`config.mk`:
```
export PLATFORM = sky130hd
export DESIGN_NAME = chan_sec_filter
export DESIGN_NICKNAME = d
export VERILOG_FILES = /design/src/rtl/chan_sec_filter_pkg.sv /design/src/rtl/chan_sec_filter_grp.sv /design/src/rtl/chan_sec_filter_chen.sv /design/src/rtl/chan_sec_filter.sv
export SDC_FILE = /design/constraint.sdc
export NUM_CORES = 1
export LEC_CHECK = 0
export BUFFER_PORTS_ARGS = -buffer_cell sky130_fd_sc_hd__buf_4
export CORE_ASPECT_RATIO = 1.1
export CORE_UTILIZATION = 30
export DETAILED_ROUTE_END_ITERATION = 7
export RECOVER_POWER = 50
export SKIP_LAST_GASP = 1
export SYNTH_ARGS = -nofsm -noshare
export SYNTH_HDL_FRONTEND = slang
export SYNTH_SLANG_ARGS = --single-unit
```
`constraint.sdc`:
```
create_clock -name clk_i -period 9.9 [get_ports clk_i]
set_input_delay 1.98 -clock clk_i [delete_from_list [all_inputs] [get_ports clk_i]]
set_output_delay 1.98 -clock clk_i [all_outputs]
set_load 0.005 [all_outputs]
```
`src/rtl/chan_sec_filter_pkg.sv`:
```
package chan_sec_filter_pkg;
  localparam int unsigned DATA_W = 32;
  localparam int unsigned ADDR_W = 8;
  localparam int unsigned SUB_ON_BIT = 31;
  localparam logic [ADDR_W-1:0] TASK_BASE = 8'h00;
  localparam logic [ADDR_W-1:0] SUB_BASE  = 8'h20;
  localparam logic [ADDR_W-1:0] CHEN_ADDR = 8'h40;
  localparam logic [ADDR_W-1:0] SET_ADDR  = 8'h41;
  localparam logic [ADDR_W-1:0] CLR_ADDR  = 8'h42;
  localparam logic [ADDR_W-1:0] MASK_BASE = 8'h60;
endpackage

```
`src/rtl/chan_sec_filter_grp.sv`:
```
module chan_sec_filter_grp #(
  parameter int unsigned NUM_CH = 16,
  parameter int unsigned IDX_W  = 4
) (
  input  logic              clk_i,
  input  logic              rst_ni,
  input  logic [NUM_CH-1:0] perm_i,
  input  logic              ns_i,
  input  logic              task_bit_i,
  input  logic              sub_on_i,
  input  logic [IDX_W-1:0]  sub_idx_i,
  input  logic [NUM_CH-1:0] mask_wdata_i,
  input  logic              wr_en_task_i,
  input  logic              wr_dis_task_i,
  input  logic              wr_sub_en_i,
  input  logic              wr_sub_dis_i,
  input  logic              wr_mask_i,
  input  logic [NUM_CH-1:0] ch_evt_i,
  output logic              en_req_o,
  output logic              dis_req_o,
  output logic [NUM_CH-1:0] mask_o,
  output logic              sec_o,
  output logic              sub_en_on_o,
  output logic [IDX_W-1:0]  sub_en_idx_o,
  output logic              sub_dis_on_o,
  output logic [IDX_W-1:0]  sub_dis_idx_o
);
  logic [NUM_CH-1:0] mask_q;
  logic              en_on_q, dis_on_q;
  logic [IDX_W-1:0]  en_idx_q, dis_idx_q;
  logic              blocked, en_pulse, dis_pulse;

  // secure as soon as any member is secure, enabled or not
  assign sec_o   = |(mask_q & perm_i);
  assign blocked = ns_i & sec_o;

  // non-secure channel may not reach a secure group
  assign en_pulse  = en_on_q  && (int'(en_idx_q)  < NUM_CH) && ch_evt_i[en_idx_q]
                     && (perm_i[en_idx_q]  || !sec_o);
  assign dis_pulse = dis_on_q && (int'(dis_idx_q) < NUM_CH) && ch_evt_i[dis_idx_q]
                     && (perm_i[dis_idx_q] || !sec_o);

  assign en_req_o  = (wr_en_task_i  & task_bit_i & ~blocked) | en_pulse;
  assign dis_req_o = (wr_dis_task_i & task_bit_i & ~blocked) | dis_pulse;

  always_ff @(posedge clk_i or negedge rst_ni) begin
    if (!rst_ni) begin
      mask_q    <= '0;
      en_on_q   <= 1'b0;
      en_idx_q  <= '0;
      dis_on_q  <= 1'b0;
      dis_idx_q <= '0;
    end else begin
      if (wr_mask_i && !blocked && !en_on_q && !dis_on_q) mask_q <= mask_wdata_i;
      if (wr_sub_en_i && !blocked) begin
        en_on_q  <= sub_on_i;
        en_idx_q <= sub_idx_i;
      end
      if (wr_sub_dis_i && !blocked) begin
        dis_on_q  <= sub_on_i;
        dis_idx_q <= sub_idx_i;
      end
    end
  end

  assign mask_o        = mask_q;
  assign sub_en_on_o   = en_on_q;
  assign sub_en_idx_o  = en_idx_q;
  assign sub_dis_on_o  = dis_on_q;
  assign sub_dis_idx_o = dis_idx_q;
endmodule

```
`src/rtl/chan_sec_filter_chen.sv`:
```
module chan_sec_filter_chen #(
  parameter int unsigned NUM_CH = 16
) (
  input  logic              clk_i,
  input  logic              rst_ni,
  input  logic [NUM_CH-1:0] perm_i,
  input  logic              ns_i,
  input  logic              wr_chen_i,
  input  logic              wr_set_i,
  input  logic              wr_clr_i,
  input  logic [NUM_CH-1:0] wbits_i,
  input  logic [NUM_CH-1:0] grp_en_i,
  input  logic [NUM_CH-1:0] grp_dis_i,
  output logic [NUM_CH-1:0] chen_o
);
  logic [NUM_CH-1:0] chen_q, wmask, bits, bus_next;

  assign wmask = ns_i ? ~perm_i : '1;
  assign bits  = wbits_i & wmask;

  always_comb begin
    bus_next = chen_q;
    if (wr_chen_i)     bus_next = (chen_q & ~wmask) | bits;
    else if (wr_set_i) bus_next = chen_q | bits;
    else if (wr_clr_i) bus_next = chen_q & ~bits;
  end

  always_ff @(posedge clk_i or negedge rst_ni) begin
    if (!rst_ni) chen_q <= '0;
    else         chen_q <= (bus_next & ~grp_dis_i) | grp_en_i; // enable wins
  end

  assign chen_o = chen_q;
endmodule

```
`src/rtl/chan_sec_filter.sv`:
```
module chan_sec_filter
  import chan_sec_filter_pkg::*;
#(
  parameter int unsigned NUM_CH  = 16,
  parameter int unsigned NUM_GRP = 6
) (
  input  logic              clk_i,
  input  logic              rst_ni,
  input  logic              req_i,
  input  logic              we_i,
  input  logic              sec_i,
  input  logic [ADDR_W-1:0] addr_i,
  input  logic [DATA_W-1:0] wdata_i,
  input  logic [NUM_CH-1:0] perm_i,
  input  logic [NUM_CH-1:0] ch_evt_i,
  output logic [DATA_W-1:0] rdata_o,
  output logic [NUM_CH-1:0] chen_o
);
  localparam int unsigned IDX_W = (NUM_CH > 1) ? $clog2(NUM_CH) : 1;
  localparam int unsigned PAD_W = DATA_W - 1 - IDX_W;

  logic acc_wr, acc_rd, ns;
  logic [NUM_GRP-1:0] en_req, dis_req, grp_sec, sub_en_on, sub_dis_on;
  logic [NUM_CH-1:0]  grp_mask [NUM_GRP];
  logic [IDX_W-1:0]   sub_en_idx [NUM_GRP];
  logic [IDX_W-1:0]   sub_dis_idx [NUM_GRP];
  logic [NUM_CH-1:0]  en_chs, dis_chs, rd_mask;
  logic               unused_wdata;

  assign acc_wr = req_i & we_i;
  assign acc_rd = req_i & ~we_i;
  assign ns     = ~sec_i;
  assign unused_wdata = ^wdata_i;

  for (genvar g = 0; g < NUM_GRP; g++) begin : g_grp
    localparam logic [ADDR_W-1:0] A_EN    = ADDR_W'(int'(TASK_BASE) + 2*g);
    localparam logic [ADDR_W-1:0] A_DIS   = ADDR_W'(int'(TASK_BASE) + 2*g + 1);
    localparam logic [ADDR_W-1:0] A_SEN   = ADDR_W'(int'(SUB_BASE) + 2*g);
    localparam logic [ADDR_W-1:0] A_SDIS  = ADDR_W'(int'(SUB_BASE) + 2*g + 1);
    localparam logic [ADDR_W-1:0] A_MASK  = ADDR_W'(int'(MASK_BASE) + g);

    chan_sec_filter_grp #(.NUM_CH(NUM_CH), .IDX_W(IDX_W)) u_grp (
      .clk_i         (clk_i),
      .rst_ni        (rst_ni),
      .perm_i        (perm_i),
      .ns_i          (ns),
      .task_bit_i    (wdata_i[0]),
      .sub_on_i      (wdata_i[SUB_ON_BIT]),
      .sub_idx_i     (wdata_i[IDX_W-1:0]),
      .mask_wdata_i  (wdata_i[NUM_CH-1:0]),
      .wr_en_task_i  (acc_wr && addr_i == A_EN),
      .wr_dis_task_i (acc_wr && addr_i == A_DIS),
      .wr_sub_en_i   (acc_wr && addr_i == A_SEN),
      .wr_sub_dis_i  (acc_wr && addr_i == A_SDIS),
      .wr_mask_i     (acc_wr && addr_i == A_MASK),
      .ch_evt_i      (ch_evt_i),
      .en_req_o      (en_req[g]),
      .dis_req_o     (dis_req[g]),
      .mask_o        (grp_mask[g]),
      .sec_o         (grp_sec[g]),
      .sub_en_on_o   (sub_en_on[g]),
      .sub_en_idx_o  (sub_en_idx[g]),
      .sub_dis_on_o  (sub_dis_on[g]),
      .sub_dis_idx_o (sub_dis_idx[g])
    );
  end

  always_comb begin
    en_chs  = '0;
    dis_chs = '0;
    for (int g = 0; g < NUM_GRP; g++) begin
      if (en_req[g])  en_chs  = en_chs  | grp_mask[g];
      if (dis_req[g]) dis_chs = dis_chs | grp_mask[g];
    end
  end

  chan_sec_filter_chen #(.NUM_CH(NUM_CH)) u_chen (
    .clk_i     (clk_i),
    .rst_ni    (rst_ni),
    .perm_i    (perm_i),
    .ns_i      (ns),
    .wr_chen_i (acc_wr && addr_i == CHEN_ADDR),
    .wr_set_i  (acc_wr && addr_i == SET_ADDR),
    .wr_clr_i  (acc_wr && addr_i == CLR_ADDR),
    .wbits_i   (wdata_i[NUM_CH-1:0]),
    .grp_en_i  (en_chs),
    .grp_dis_i (dis_chs),
    .chen_o    (chen_o)
  );

  assign rd_mask = ns ? ~perm_i : '1;

  always_comb begin
    rdata_o = '0;
    if (acc_rd) begin
      if (addr_i == CHEN_ADDR || addr_i == SET_ADDR || addr_i == CLR_ADDR)
        rdata_o = DATA_W'(chen_o & rd_mask);
      for (int g = 0; g < NUM_GRP; g++) begin
        if (!(ns && grp_sec[g])) begin
          if (addr_i == ADDR_W'(int'(SUB_BASE) + 2*g))
            rdata_o = {sub_en_on[g], {PAD_W{1'b0}}, sub_en_idx[g]};
          if (addr_i == ADDR_W'(int'(SUB_BASE) + 2*g + 1))
            rdata_o = {sub_dis_on[g], {PAD_W{1'b0}}, sub_dis_idx[g]};
          if (addr_i == ADDR_W'(int'(MASK_BASE) + g))
            rdata_o = DATA_W'(grp_mask[g]);
        end
      end
    end
  end
endmodule

```
# After elaboration in Yosys (flattened, before gate mapping)
# Index checks and enable logic that the tools add are counted.
word_totals:
  reg_bits: 172
  latch_bits: 0
  mem_bits_rw: 0
  mem_bits_ro: 0
  output_inout_bits: 48
  wordCells: 384
  mem_count: 0
op_classes:
  n_addsub: 0
  n_mul: 0
  div: 0
  magnitude_cmp: 12
  n_eq_ne: 32
  shifts: 0
  n_mux: 91
  n_bitwise: 80
  n_reduce_logical: 138
op_table:
  columns: ["cell", "count"]
  rows:
  - ["$mux W32", 26]
  - ["$mux W16", 17]
  - ["$or A16 B16 Y16", 13]
  - ["$and A16 B16 Y16", 11]
  - ["$bmux W1 S4", 24]
  - ["$eq A8 B6 Y1 const B", 12]
  - ["$reduce_or A16 Y1", 6]
  - ["$logic_and A1 B1 Y1", 93]
  - ["$eq A8 B7 Y1 const B", 9]
  - ["$not A16 Y16", 4]
  - ["$lt A4 B5 Y1 const B", 12]
  - ["$and A1 B1 Y1", 32]
  - ["$eq A8 B3 Y1 const B", 4]
  - ["$eq A8 B4 Y1 const B", 4]
  - ["$logic_not A1 Y1", 24]
  - ["$mux W1", 24]
  - ["$eq A8 B2 Y1 const B", 2]
  - ["$logic_or A1 B1 Y1", 14]
  - ["$or A1 B1 Y1", 12]
  - ["$eq A8 B1 Y1 const B", 1]
  - ["$logic_not A8 Y1", 1]
  - ["$not A1 Y1", 8]

# Depth between registers and ports, before layout
depth:
  word_depth: 30
  depth_mapped: 14
  ltp_nobuf: 10

# Modules after synthesis
# Synthesis repeated with hierarchy kept, for this count alone.
hier_totals:
  hier_cells: 1406
  area_unflattened_um2: 14899.3
by_module_without_submodules:
  columns: ["module", "n_inst", "cells_each", "area_per_inst_um2"]
  rows:
  - ["chan_sec_filter_grp", 6, 129, 1732.9]
  - ["chan_sec_filter", 1, 511, 3325.7]
  - ["chan_sec_filter_chen", 1, 121, 1176.1]

# Least setup slack after synthesis
# OpenSTA, ideal clock, no wires.
synth_timing:
  kind: "input port to output port"
  from: "input port addr_i[4]"
  to: "output port rdata_o[1]"
  arrival_ps: 4177
  required_ps: 7920
  path_slack_ps: 3743
  cell_stages: 10
  cell_sequence: "or3b_1 > nor4_2 > nand3_1 > a2bb2oi_1 > a211oi_1 > a21oi_1 > o22ai_1 > a22o_1 > a22o_1 > a221oi_1"
synth_via:
  elab_chain_len: 30
  elab_cells_between_ends: 50
  classes_between: "21 x eq/ne; 27 x mux; 2 x reduce/logical"
synth_lines:
  columns: ["element", "line_no", "source"]
  rows:
  - ["from (decl)", "chan_sec_filter.sv:12", "input logic [ADDR_W-1:0] addr_i,"]
  - ["$eq A8 B7 Y1", "chan_sec_filter.sv:96", "if (addr_i == CHEN_ADDR || addr_i == SET_ADDR || addr_i == CLR_ADDR)"]
  - ["$logic_or A1 B1 Y1 (2 in series)", "chan_sec_filter.sv:96", null]
  - ["$mux W16", "chan_sec_filter.sv:96", null]
  - ["$mux W32", "chan_sec_filter.sv:100", "if (addr_i == ADDR_W'(int'(SUB_BASE) + 2*g))"]
  - ["$mux W32", "chan_sec_filter.sv:102", "if (addr_i == ADDR_W'(int'(SUB_BASE) + 2*g + 1))"]
  - ["$mux W32", "chan_sec_filter.sv:104", "if (addr_i == ADDR_W'(int'(MASK_BASE) + g))"]
  - ["$mux W32", "chan_sec_filter.sv:99", "if (!(ns && grp_sec[g])) begin"]
  - ["$mux W32", "chan_sec_filter.sv:100", null]
  - ["[13 not listed]", null, null]
  - ["$mux W32", "chan_sec_filter.sv:102", null]
  - ["$mux W32", "chan_sec_filter.sv:104", null]
  - ["$mux W32", "chan_sec_filter.sv:99", null]
  - ["$mux W32", "chan_sec_filter.sv:100", null]
  - ["$mux W32", "chan_sec_filter.sv:102", null]
  - ["$mux W32", "chan_sec_filter.sv:104", null]
  - ["$mux W32 (*)", "chan_sec_filter.sv:99", null]
  - ["$mux W32 (*)", "chan_sec_filter.sv:95", "if (acc_rd) begin"]
  - ["to (decl)", "chan_sec_filter.sv:16", "output logic [DATA_W-1:0] rdata_o,"]
# Mark *: on every way between the ends. The rest lies on a longest branch, timed or not. The select of a mux whose other input is x is not followed.

# Worst setup path after layout
layout_timing:
  from: "input port perm_i[1]"
  to: "output port rdata_o[2]"
layout_via:
  elab_chain_len: 26
  elab_cells_between_ends: 41
  classes_between: "23 x mux; 6 x bitwise; 12 x reduce/logical"
layout_lines:
  columns: ["element", "line_no", "source"]
  rows:
  - ["from (decl)", "chan_sec_filter.sv:14", "input logic [NUM_CH-1:0] perm_i,"]
  - ["$and A16 B16 Y16", "chan_sec_filter_grp.sv:34", "assign sec_o = |(mask_q & perm_i);"]
  - ["$reduce_or A16 Y1", "chan_sec_filter_grp.sv:34", null]
  - ["$logic_and A1 B1 Y1", "chan_sec_filter.sv:99", null]
  - ["$mux W32", "chan_sec_filter.sv:99", null]
  - ["$mux W32", "chan_sec_filter.sv:100", null]
  - ["$mux W32", "chan_sec_filter.sv:102", null]
  - ["$mux W32", "chan_sec_filter.sv:104", null]
  - ["$mux W32", "chan_sec_filter.sv:99", null]
  - ["[10 not listed]", null, null]
  - ["$mux W32", "chan_sec_filter.sv:102", null]
  - ["$mux W32", "chan_sec_filter.sv:104", null]
  - ["$mux W32", "chan_sec_filter.sv:99", null]
  - ["$mux W32", "chan_sec_filter.sv:100", null]
  - ["$mux W32", "chan_sec_filter.sv:102", null]
  - ["$mux W32", "chan_sec_filter.sv:104", null]
  - ["$mux W32 (*)", "chan_sec_filter.sv:99", null]
  - ["$mux W32 (*)", "chan_sec_filter.sv:95", null]
# Marked as above.

==> results.md <==
- Status: finished with violations
- Failing checks: design-rule violations, max-capacitance violations, max-slew violations
- Die Ht: 232 um
- Die area: 48,900 um^2
- Max rail drop VDD: 0.166 mV
- Ys flop type: dfrtp_1
- Most frequent cells in the layout: dfrtp_1 (172), mux2_2 (156), nand2_1 (126)
- Crit end category: output pin
- R2r setup slk: 4.85 ns
- CTS buffer count: 17
- Final setup margin: 1.98 ns
- Hold Path End: g_grp[2].u_grp.mask_o[6]$_DFFE_PN0P_
- Max stage delay on crit path: 0.78 ns
- CP Class: input port to output pin
- Sequential area share after synthesis: 0.299
- Via/cell ratio: 6.98
- Maxcap violations: 3
- Power per cell area: 116 nW/um^2
- WP data required: 7.92 ns
- Setup TNS: 0 ns
- Num Clock Sinks: 172
- Met2 Use GR: 0.431
- Clk_skew: 0.0185 ns
- IO Count: 125
- Initial antenna violation count: 2
- Core Util, Final: 0.340
- DR iter-0 viols: 2,742
- Post-route minimum period: 7.92 ns
- Crit path DAT: 5.94 ns
- Via count: 15,800
- RSZ-0062 raised after global routing: no
- Total gr overflow: 0
- Worst Hold Class: register to register
- Leak: 6.28 nW
- Syn. warnings: 0
- Depth of the CTS H-tree: 4
- Mean Syn Cell Area: 8.86 um^2
- Post-Syn Area: 14,400 um^2
- Drt first pass iters: 8
- Post-synthesis cell count: 1,626
- Number of port buffers: 94
- Most common cell after layout, fill and taps aside: dfrtp_1
- Hold_sp: g_grp[2].u_grp.mask_o[6]$_DFFE_PN0P_
- Layout Nets: 1,692
- CTS hold repair buffers: 0
- Drt total wl: 71,400 um
- Met1 usage: 0.373
- Hold Path Depth: 1
- CP max stage cell: and4_1
- Area grow syn2layout: 11.0%
- Remaining antenna violation count after routing: 0
- Setup repair bufs after CTS: 0
- CTS max path bufs: 2
- #FFs+latches synth: 172
- Post-synth ARST share: 1.00
- Final setup fails: 0
- CTS tree: done
- Clock Root Buffer: clkbuf_16
- Routed length per instance: 31.5 um
- Worst Hold Slack: 0.601 ns
- FF-to-FF End: u_chen.chen_o[13]$_DFF_PN0_
- Startpoint types: input port
- RR Startpoint: g_grp[4].u_grp.mask_o[0]$_DFFE_PN0P_
- Routability cong.: 1.06
- Gr usage total: 0.290
- Vias in the first global route: 14,900
- Clk slew on worst S/H paths: 0.08 ns
- Share of cells above drive strength 1: 0.214
- Fin. max-slew vios: 177
- Core ar.: 47,000 um^2
- Synth cell types: 87
- Starting Density: 0.306
- Die width: 211 um
- Pre-CTS setup slack: 2.16 ns
- GR peak layer: met2
- Critical-path cell list: buf_4 > a22o_1 > a221oi_1 > and4_1 > nor2_1 > o221ai_1 > a21oi_1 > a21oi_1 > o21ai_0 > a221oi_1 > buf_4
- Final Hold Fails: 0
- First-pass GRT wire length: 103,000 um
- FMAX: 126 MHz
- Worst-path fanout max: 18
- Number of synthesized flops with an enable pin: 0
- Slew @ Worst Pin: 3.91 ns
- Drt drc: 2
- R2R cell count: 10
- Clock latency on the worst-skew pair: 0.49 ns
- Total power: 1.86 mW
- Row cnt: 83
- Met3 Use GR: 0.0817
- Post-route clock period utilization: 0.800
- Slew HR: -1.61
- Final HPWL DP: 48,800 um
- Pin count of the biggest net entering global routing: 71
- PostCTS Resize Cnt: 0
## how the worst max path moves through the flow
stage | startpoint | endpoint | slack (ns) | depth (start not counted)
floorplan | addr_i[4] | rdata_o[1] | 3.74 | 10
CTS | perm_i[1] | rdata_o[2] | 2.15 | 11
finish | perm_i[1] | rdata_o[2] | 1.98 | 11
detailed placement | perm_i[1] | rdata_o[2] | 2.16 | 11
global route | rst_ni | g_grp[0].u_grp.sub_en_on_o$_DFFE_PN0P_ | 1.99 | 2
global placement | perm_i[1] | rdata_o[0] | 2.14 | 11
## where the power goes
part,internal (mW),total (mW),switching (mW)
Combinational,0.124,0.374,0.250
Clock,0.345,0.700,0.356
Sequential,0.728,0.785,0.0569
## synthesized netlist by cell type, drive strengths merged (9+ instances only)
cell	instances	area (um^2)
mux2i	10	100
nor2	79	302
buf	58	382
nand4	9	56.3
o22ai	27	169
a21oi	51	259
nand3	40	200
a222oi	27	270
inv	95	357
clkbuf	103	389
mux4	11	248
dfrtp	172	4300
nand2b	23	144
a21o	20	150
mux2	156	1760
o21ai	91	459
o211ai	58	440
a22o	22	195
o31ai	12	90.1
o221ai	16	140
a211o	13	114
nand2	126	473
a22oi	35	263
o41ai	9	78.8
a32oi	21	184
o2111ai	27	236
a221o	23	230
a2bb2oi	17	149
nor3	39	206
a32o	14	140
a221oi	65	607
a211oi	23	183
nor2b	11	68.8
## worst max-delay path, delay by kind of cell
kind / cells / cell delay [ns]
AO/OA/AOI/OAI: 7 / 2.27
AND/OR/NAND/NOR: 2 / 1.19
buffers and inverters: 2 / 0.46
## state kept, by name, indices dropped and copies added (netlist names)
name / cells
g_grp.u_grp.sub_en_idx_o: 24
g_grp.u_grp.sub_dis_idx_o: 24
g_grp.u_grp.sub_en_on_o: 6
g_grp.u_grp.sub_dis_on_o: 6
g_grp.u_grp.mask_o: 96
u_chen.chen_o: 16
## cells by family (layout without fill, tap and decap cells)
family	after synthesis	after routing	share of synthesized area
other	1	17	0.000260
AOI/OAI and AO/OA	624	624	0.335
muxes	177	177	0.146
and+or+nand+nor	396	396	0.141
buffers and inverters	256	244	0.0783
DFF	172	172	0.299
## cell type report
cell class                      instances  area [um^2]
Antenna cell                            2         5.00
Clock buffer                           19          443
Clock inverter                         13          139
Fill cell                            4874        31100
Inverter                               95          357
Multi-Input combinational cell       1212         9080
Sequential cell                       172         4300
Tap cell                              637          797
Timing Repair Buffer                  117          863
## metrics by stage
step / std cells / instance area (um^2)
2_1_floorplan: 1640 / 14500
3_5_place_dp: 2233 / 15400
6_report: 2267 / 16000
3_3_place_gp: 2233 / 15400
4_1_cts: 2265 / 16000
5_1_grt: 2265 / 16000
## per-layer routing
layer | wire, um | share of wire
met3 | 9150 | 0.13
met5 | 0 | 0
met2 | 31000 | 0.43
met1 | 26900 | 0.38
met4 | 4400 | 0.062
Power figures use the tool's default switching activity.
